===== src/rtl/pm_dma_pkg.sv =====
package pm_dma_pkg;

  typedef enum logic [1:0] {
    ST_IDLE,
    ST_READ,
    ST_WRITE
  } chState_e;

  // strobes from control to datapath
  typedef struct packed {
    logic rd;
    logic wr;
    logic step;
    logic cellEnd;
    logic blockEnd;
    logic abort;
  } dmaStrobe_t;

  // status from datapath to control
  typedef struct packed {
    logic chOn;
    logic evHit;
    logic srcBad;
    logic dstBad;
    logic lastCell;
    logic lastByte;
    logic matchHit;
  } dmaStatus_t;

  localparam int FLG_ADDR_ERR = 0;
  localparam int FLG_CELL     = 2;
  localparam int FLG_BLOCK    = 3;

  localparam logic [2:0] OFS_CTRL  = 3'd0;
  localparam logic [2:0] OFS_EVCFG = 3'd1;
  localparam logic [2:0] OFS_MATCH = 3'd2;
  localparam logic [2:0] OFS_SRC   = 3'd3;
  localparam logic [2:0] OFS_DST   = 3'd4;
  localparam logic [2:0] OFS_SIZE  = 3'd5;
  localparam logic [2:0] OFS_ISET  = 3'd6;
  localparam logic [2:0] OFS_ICLR  = 3'd7;

endpackage


===== src/rtl/pm_dma_ctrl.sv =====
module pm_dma_ctrl
  import pm_dma_pkg::*;
(
  input  logic       clk,
  input  logic       rstN,
  input  dmaStatus_t stat,
  output dmaStrobe_t strobe
);

  chState_e state, stateNxt;
  logic     pend;
  logic     go;

  assign go = stat.chOn && (stat.evHit || pend);

  always_comb begin
    strobe   = '0;
    stateNxt = state;
    case (state)
      ST_IDLE: begin
        if (go) stateNxt = ST_READ;
      end
      ST_READ: begin
        if (!stat.chOn) begin
          stateNxt = ST_IDLE;
        end else if (stat.srcBad) begin
          strobe.abort = 1'b1;
          stateNxt     = ST_IDLE;
        end else begin
          strobe.rd = 1'b1;
          stateNxt  = ST_WRITE;
        end
      end
      ST_WRITE: begin
        if (stat.dstBad) begin
          strobe.abort = 1'b1;
          stateNxt     = ST_IDLE;
        end else begin
          strobe.wr   = 1'b1;
          strobe.step = 1'b1;
          if (stat.matchHit || stat.lastByte) begin
            strobe.blockEnd = 1'b1;
            stateNxt        = ST_IDLE;
          end else if (stat.lastCell) begin
            strobe.cellEnd = 1'b1;
            stateNxt       = ST_IDLE;
          end else begin
            stateNxt = ST_READ;
          end
        end
      end
      default: stateNxt = ST_IDLE;
    endcase
  end

  always_ff @(posedge clk or negedge rstN) begin
    if (!rstN) begin
      state <= ST_IDLE;
      pend  <= 1'b0;
    end else begin
      state <= stateNxt;
      if (strobe.blockEnd || strobe.abort || !stat.chOn) begin
        pend <= 1'b0;
      end else if (state == ST_IDLE) begin
        if (go) pend <= 1'b0;
      end else if (stat.evHit) begin
        pend <= 1'b1;
      end
    end
  end

endmodule


===== src/rtl/pm_dma_dpath.sv =====
module pm_dma_dpath
  import pm_dma_pkg::*;
#(
  parameter int ADDR_W  = 12,
  parameter int NUM_EV  = 64,
  parameter int SIZE_W  = 8,
  parameter int ADDR_LO = 16,
  parameter int ADDR_HI = 3839
) (
  input  logic                clk,
  input  logic                rstN,
  input  logic [2:0]          regAddr,
  input  logic                regWe,
  input  logic [31:0]         regWData,
  output logic [31:0]         regRdData,
  input  logic [NUM_EV-1:0]   evIn,
  input  dmaStrobe_t          strobe,
  output dmaStatus_t          stat,
  output logic [ADDR_W-1:0]   memAddr,
  output logic [7:0]          memWData,
  input  logic [7:0]          memRData,
  output logic                chOn,
  output logic [7:0]          intFlags,
  output logic [7:0]          intEn,
  output logic                irq
);

  localparam int CNT_W   = SIZE_W + 1;
  localparam int EVSEL_W = (NUM_EV > 1) ? $clog2(NUM_EV) : 1;
  localparam int AW1     = ADDR_W + 1;

  logic [1:0]          prio;
  logic [EVSEL_W-1:0]  evSel;
  logic                patEn;
  logic [7:0]          matchVal;
  logic [ADDR_W-1:0]   srcBase, dstBase;
  logic [SIZE_W-1:0]   srcSize, dstSize, cellSize;
  logic [CNT_W-1:0]    srcPtr, dstPtr, cellCnt;
  logic [CNT_W-1:0]    srcEff, dstEff, cellEff;
  logic [AW1-1:0]      srcSum, dstSum;
  logic                unusedBits;

  function automatic logic [CNT_W-1:0] effSize(input logic [SIZE_W-1:0] f);
    return (f == '0) ? CNT_W'(1 << SIZE_W) : CNT_W'(f);
  endfunction

  assign srcEff  = effSize(srcSize);
  assign dstEff  = effSize(dstSize);
  assign cellEff = effSize(cellSize);

  assign srcSum = {1'b0, srcBase} + AW1'(srcPtr);
  assign dstSum = {1'b0, dstBase} + AW1'(dstPtr);

  assign stat.chOn     = chOn;
  assign stat.evHit    = chOn && evIn[evSel];
  assign stat.srcBad   = (srcSum < AW1'(ADDR_LO)) || (srcSum > AW1'(ADDR_HI));
  assign stat.dstBad   = (dstSum < AW1'(ADDR_LO)) || (dstSum > AW1'(ADDR_HI));
  assign stat.lastCell = (cellCnt == cellEff - 1'b1);
  assign stat.lastByte = (dstPtr == dstEff - 1'b1);
  assign stat.matchHit = patEn && (memRData == matchVal);

  assign memAddr  = strobe.rd ? srcSum[ADDR_W-1:0] : dstSum[ADDR_W-1:0];
  assign memWData = memRData;
  assign irq      = |(intFlags & intEn);

  assign unusedBits = ^regWData[31:24];

  always_ff @(posedge clk or negedge rstN) begin
    if (!rstN) begin
      prio     <= '0;
      chOn     <= 1'b0;
      evSel    <= '0;
      patEn    <= 1'b0;
      matchVal <= '0;
      srcBase  <= '0;
      dstBase  <= '0;
      srcSize  <= '0;
      dstSize  <= '0;
      cellSize <= '0;
      intFlags <= '0;
      intEn    <= '0;
      srcPtr   <= '0;
      dstPtr   <= '0;
      cellCnt  <= '0;
    end else begin
      if (regWe) begin
        case (regAddr)
          OFS_CTRL: begin
            prio <= regWData[1:0];
            chOn <= regWData[7];
          end
          OFS_EVCFG: begin
            evSel <= regWData[EVSEL_W-1:0];
            patEn <= regWData[8];
          end
          OFS_MATCH: matchVal <= regWData[7:0];
          OFS_SRC:   srcBase  <= regWData[ADDR_W-1:0];
          OFS_DST:   dstBase  <= regWData[ADDR_W-1:0];
          OFS_SIZE: begin
            srcSize  <= regWData[SIZE_W-1:0];
            dstSize  <= regWData[8+SIZE_W-1:8];
            cellSize <= regWData[16+SIZE_W-1:16];
          end
          OFS_ISET: begin
            intFlags <= intFlags | regWData[7:0];
            intEn    <= intEn | regWData[23:16];
          end
          OFS_ICLR: begin
            intFlags <= intFlags & ~regWData[7:0];
            intEn    <= intEn & ~regWData[23:16];
          end
          default: ;
        endcase
      end
      if (strobe.step) begin
        srcPtr  <= (srcPtr == srcEff - 1'b1) ? '0 : srcPtr + 1'b1;
        dstPtr  <= dstPtr + 1'b1;
        cellCnt <= cellCnt + 1'b1;
      end
      if (strobe.cellEnd) begin
        cellCnt              <= '0;
        intFlags[FLG_CELL]   <= 1'b1;
      end
      if (strobe.blockEnd || strobe.abort) begin
        chOn    <= 1'b0;
        srcPtr  <= '0;
        dstPtr  <= '0;
        cellCnt <= '0;
      end
      if (strobe.blockEnd) intFlags[FLG_BLOCK]    <= 1'b1;
      if (strobe.abort)    intFlags[FLG_ADDR_ERR] <= 1'b1;
    end
  end

  always_comb begin
    regRdData = '0;
    case (regAddr)
      OFS_CTRL:  regRdData = {24'd0, chOn, 5'd0, prio};
      OFS_EVCFG: regRdData = {23'd0, patEn, 8'(evSel)};
      OFS_MATCH: regRdData = {24'd0, matchVal};
      OFS_SRC:   regRdData = 32'(srcBase);
      OFS_DST:   regRdData = 32'(dstBase);
      OFS_SIZE:  regRdData = {8'd0, 8'(cellSize), 8'(dstSize), 8'(srcSize)};
      default:   regRdData = {8'd0, intEn, 8'd0, intFlags};
    endcase
  end

endmodule


===== src/rtl/pm_dma_chan.sv =====
module pm_dma_chan
  import pm_dma_pkg::*;
#(
  parameter int ADDR_W  = 12,
  parameter int NUM_EV  = 64,
  parameter int SIZE_W  = 8,
  parameter int ADDR_LO = 16,
  parameter int ADDR_HI = 3839
) (
  input  logic              clk,
  input  logic              rstN,
  input  logic [2:0]        regAddr,
  input  logic              regWe,
  input  logic [31:0]       regWData,
  output logic [31:0]       regRdData,
  input  logic [NUM_EV-1:0] evIn,
  output logic [ADDR_W-1:0] memAddr,
  output logic              memRe,
  output logic              memWe,
  output logic [7:0]        memWData,
  input  logic [7:0]        memRData,
  output logic              irq
);

  dmaStrobe_t strobe;
  dmaStatus_t stat;
  logic       chOn;
  logic [7:0] intFlags;
  logic [7:0] intEn;

  assign memRe = strobe.rd;
  assign memWe = strobe.wr;

  pm_dma_ctrl uCtrl (
    .clk    (clk),
    .rstN   (rstN),
    .stat   (stat),
    .strobe (strobe)
  );

  pm_dma_dpath #(
    .ADDR_W (ADDR_W),
    .NUM_EV (NUM_EV),
    .SIZE_W (SIZE_W),
    .ADDR_LO(ADDR_LO),
    .ADDR_HI(ADDR_HI)
  ) uDpath (
    .clk      (clk),
    .rstN     (rstN),
    .regAddr  (regAddr),
    .regWe    (regWe),
    .regWData (regWData),
    .regRdData(regRdData),
    .evIn     (evIn),
    .strobe   (strobe),
    .stat     (stat),
    .memAddr  (memAddr),
    .memWData (memWData),
    .memRData (memRData),
    .chOn     (chOn),
    .intFlags (intFlags),
    .intEn    (intEn),
    .irq      (irq)
  );

endmodule


===== config.mk =====
export PLATFORM = sky130hd
export DESIGN_NAME = pm_dma_chan
export DESIGN_NICKNAME = d
export VERILOG_FILES = /design/src/rtl/pm_dma_pkg.sv /design/src/rtl/pm_dma_ctrl.sv /design/src/rtl/pm_dma_dpath.sv /design/src/rtl/pm_dma_chan.sv
export SDC_FILE = /design/constraint.sdc
export NUM_CORES = 1
export LEC_CHECK = 0
export CAP_MARGIN = 20
export CORE_MARGIN = 5
export CORE_UTILIZATION = 45
export DETAILED_ROUTE_END_ITERATION = 10
export DONT_BUFFER_PORTS = 1
export PLACE_DENSITY = 0.67
export SYNTH_ARGS = -nofsm -noshare
export SYNTH_HDL_FRONTEND = slang
export SYNTH_SLANG_ARGS = --single-unit

===== constraint.sdc =====
create_clock -name clk -period 7.4 [get_ports clk]
set_input_delay 1.11 -clock clk [delete_from_list [all_inputs] [get_ports clk]]
set_output_delay 1.11 -clock clk [all_outputs]
set_load 0.05 [all_outputs]

==> results.sh <==
export IMPL_port_buffers=0
export IMPL_overflow=0
export IMPL_via_count=6852
export IMPL_fp_coreArea_sq_mm=0.01815
export IMPL_ir_worst_vdd_mv=0.1946
export IMPL_crit_fanout=19
export IMPL_cts_repair_resized=0
export IMPL_synth_top_cell_area_share_pct=33.52
export IMPL_synth_top_cells_by_area="dfrtp_1, mux2_2, ha_1"
export IMPL_clock_latency_ps=370
export IMPL_worst_pin_slew_ps=1209
export IMPL_fin_crit_ps=5535
export IMPL_ys_flop_type="dfrtp_1"
export IMPL_cts_tree="yes"
export IMPL_synth_most_common_cell="dfrtp_1"
export IMPL_synth_edf_count=0
export IMPL_grt_use_total_pct=21.88
export IMPL_dr_pass1_iters=5
export IMPL_grt_pass1_wl_um=37830
export IMPL_drcViolationCount=0
export IMPL_fin_cells=1069
export IMPL_cts_setup_buffers=0
export IMPL_synth_avg_cell_area_sq_um=9.654
export IMPL_startpoint_type="flop"
export IMPL_worstHoldPathType="in2async"
export IMPL_critPathRequiredTime_ps=6290
export IMPL_drive_gt1_share_pct=15.71
export IMPL_async_flop_share_pct=100.0
export IMPL_dp_hpwl_um=18300
export IMPL_fmax_mhz=180.7
export IMPL_tns_ps=0
export IMPL_dieHeight_um=146.3
export IMPL_rrSetupSlack_ps=3270
export IMPL_cts_hold_buffers=0
export IMPL_initial_core_util_pct=46.07
export IMPL_wl_per_cell_um=22.23
export IMPL_postSynthRegisterBits=112
export IMPL_finalHoldViolations=0
export IMPL_path_clk_slew_ps=80
export IMPL_antenna_found_initial=0
export IMPL_rows=49
export IMPL_finalSetupViolCount=0
export IMPL_nets=978
export IMPL_finalWirelength_um=23760
export IMPL_cts_buffers=9
export IMPL_synthCells=866
export IMPL_gp_congestion=0.8782
export IMPL_area_growth_pct=4.864
export IMPL_slew_violations=0
export IMPL_yosysTopAreaCell="dfrtp_1"
export IMPL_leakage_nw=3.682
export IMPL_die_area_sq_mm=0.02141
export IMPL_antenna_cells=0
export IMPL_design_area_sq_mm=0.008767
export IMPL_grt_pass1_vias=6596
export IMPL_cp_end_kind="output pin"
export IMPL_fin_crit_sh_pct=74.79
export IMPL_worstPathArrival_ps=4420
export IMPL_cts_htree_levels=3
export IMPL_grt_max_degree=113
export IMPL_reg2regPathDepth=11
export IMPL_netlist_top_cells_count="dfrtp_1, mux2_2, nand2_1, a21oi_1, nor2_1"
export IMPL_ys_warn_count=0
export IMPL_die_w_um=146.3
export IMPL_clock_skew_ps=17.92
export IMPL_dp_cells=1053
export IMPL_ios=165
export IMPL_fillCellCount=1699
export IMPL_rsz0062_at_grt="no"
export IMPL_ys_types=81
export IMPL_powerDensity_mw_per_mm2=394.3
export IMPL_antenna_left=0
export IMPL_vias_per_cell=6.410
export IMPL_clock_path_buffers=2
export IMPL_path_class="reg2out"
export IMPL_cts_root_buf="clkbuf_16"
export IMPL_slew_limit_headroom_pct=19.67
export IMPL_netlist_area_sq_mm=0.008361
export IMPL_yosysSeqAreaShare_pct=33.52
export IMPL_drt_iter0_drc=612
export IMPL_post_dp_cell_area_sq_mm=0.008433
export IMPL_drv_cap=0
export IMPL_status="finished, final reports clean"
export IMPL_cts_sinks=112
-- through the flow --
stage / utilization (%) / power, mW / hold WS [ps] / setup WS [ps]
final: 48.31 / 3.457 / 425.1 / 1865
after global routing: 48.31 / 3.680 / 410.4 / 1433
after CTS: 48.31 / 3.447 / 423.0 / 1843
after detailed placement: 46.47 / 2.886 / 496.6 / 2250
after global placement: 46.43 / 2.850 / 488.3 / 2258
after floorplan: - / 2.506 / 463.8 / 2633
-- cells in the final DEF, fill, tap and decap left out, types with 31 or more instances in the layout --
cell type,n
xor2_1,33
nand3_1,35
o21ai_0,40
a21oi_1,54
nand2_1,66
ha_1,31
mux2_2,68
nor2_1,51
dfrtp_1,112
inv_1,35
-- cell type report --
class	count	area (sq um)	share of cell area (%)
Multi-Input combinational cell	668	5145	58.68
Tap cell	229	286.5	3.268
Sequential cell	112	2803	31.97
Clock buffer	9	225.2	2.569
Clock inverter	7	108.9	1.242
Timing Repair Buffer	9	67.56	0.7707
Inverter	35	131.4	1.499
-- logic make-up after synthesis --
family / share of synthesized area [%]
XOR/XNOR: 6.181
flip-flops: 33.52
AO/OA/AOI/OAI: 18.32
adder cells (fa/ha/maj): 5.118
buffers and inverters: 5.253
AND/OR/NAND/NOR: 14.31
multiplexers: 17.26
other: 0.04485
-- per-layer routing --
metal | track usage (%) | up-vias | share of wire (%)
li1 | - | 3170 | -
met1 | 30.57 | 3384 | 45
met2 | 35.36 | 274 | 47
met3 | 3.657 | 24 | 6.5
met4 | 5.974 | 0 | 1.7
met5 | 0 | - | 0
-- worst paths after layout --
check,end,startpoint
setup reg to reg,uDpath.dstPtr[2],uDpath.dstPtr[0]
max in group asynchronous,uDpath.dstSize[6],rstN
hold reg to reg,uDpath.prio[0],uDpath.prio[0]
setup / recovery,memAddr[5],uDpath.srcPtr[0]
hold / removal,async pin,rstN
min in group clk,uDpath.prio[0],uDpath.prio[0]
-- worst max-delay path, stage by stage, from the launching register on --
cell and delay, ps:
dfrtp_1 480, ha_1 240, inv_1 60, fa_1 390, nand2b_1 190, a21oi_1 270
nor4_1 90, o21ai_0 350, nand4_1 230, o2111ai_2 710, inv_1 510, nand2_1 190
nand2_1 330
-- report_power, final --
group	internal [mW]	switching, mW	total (mW)
clock network	0.305	0.252	0.556
registers	0.773	0.297	1.07
logic	0.692	1.14	1.83
Power figures use the tool's default switching activity.
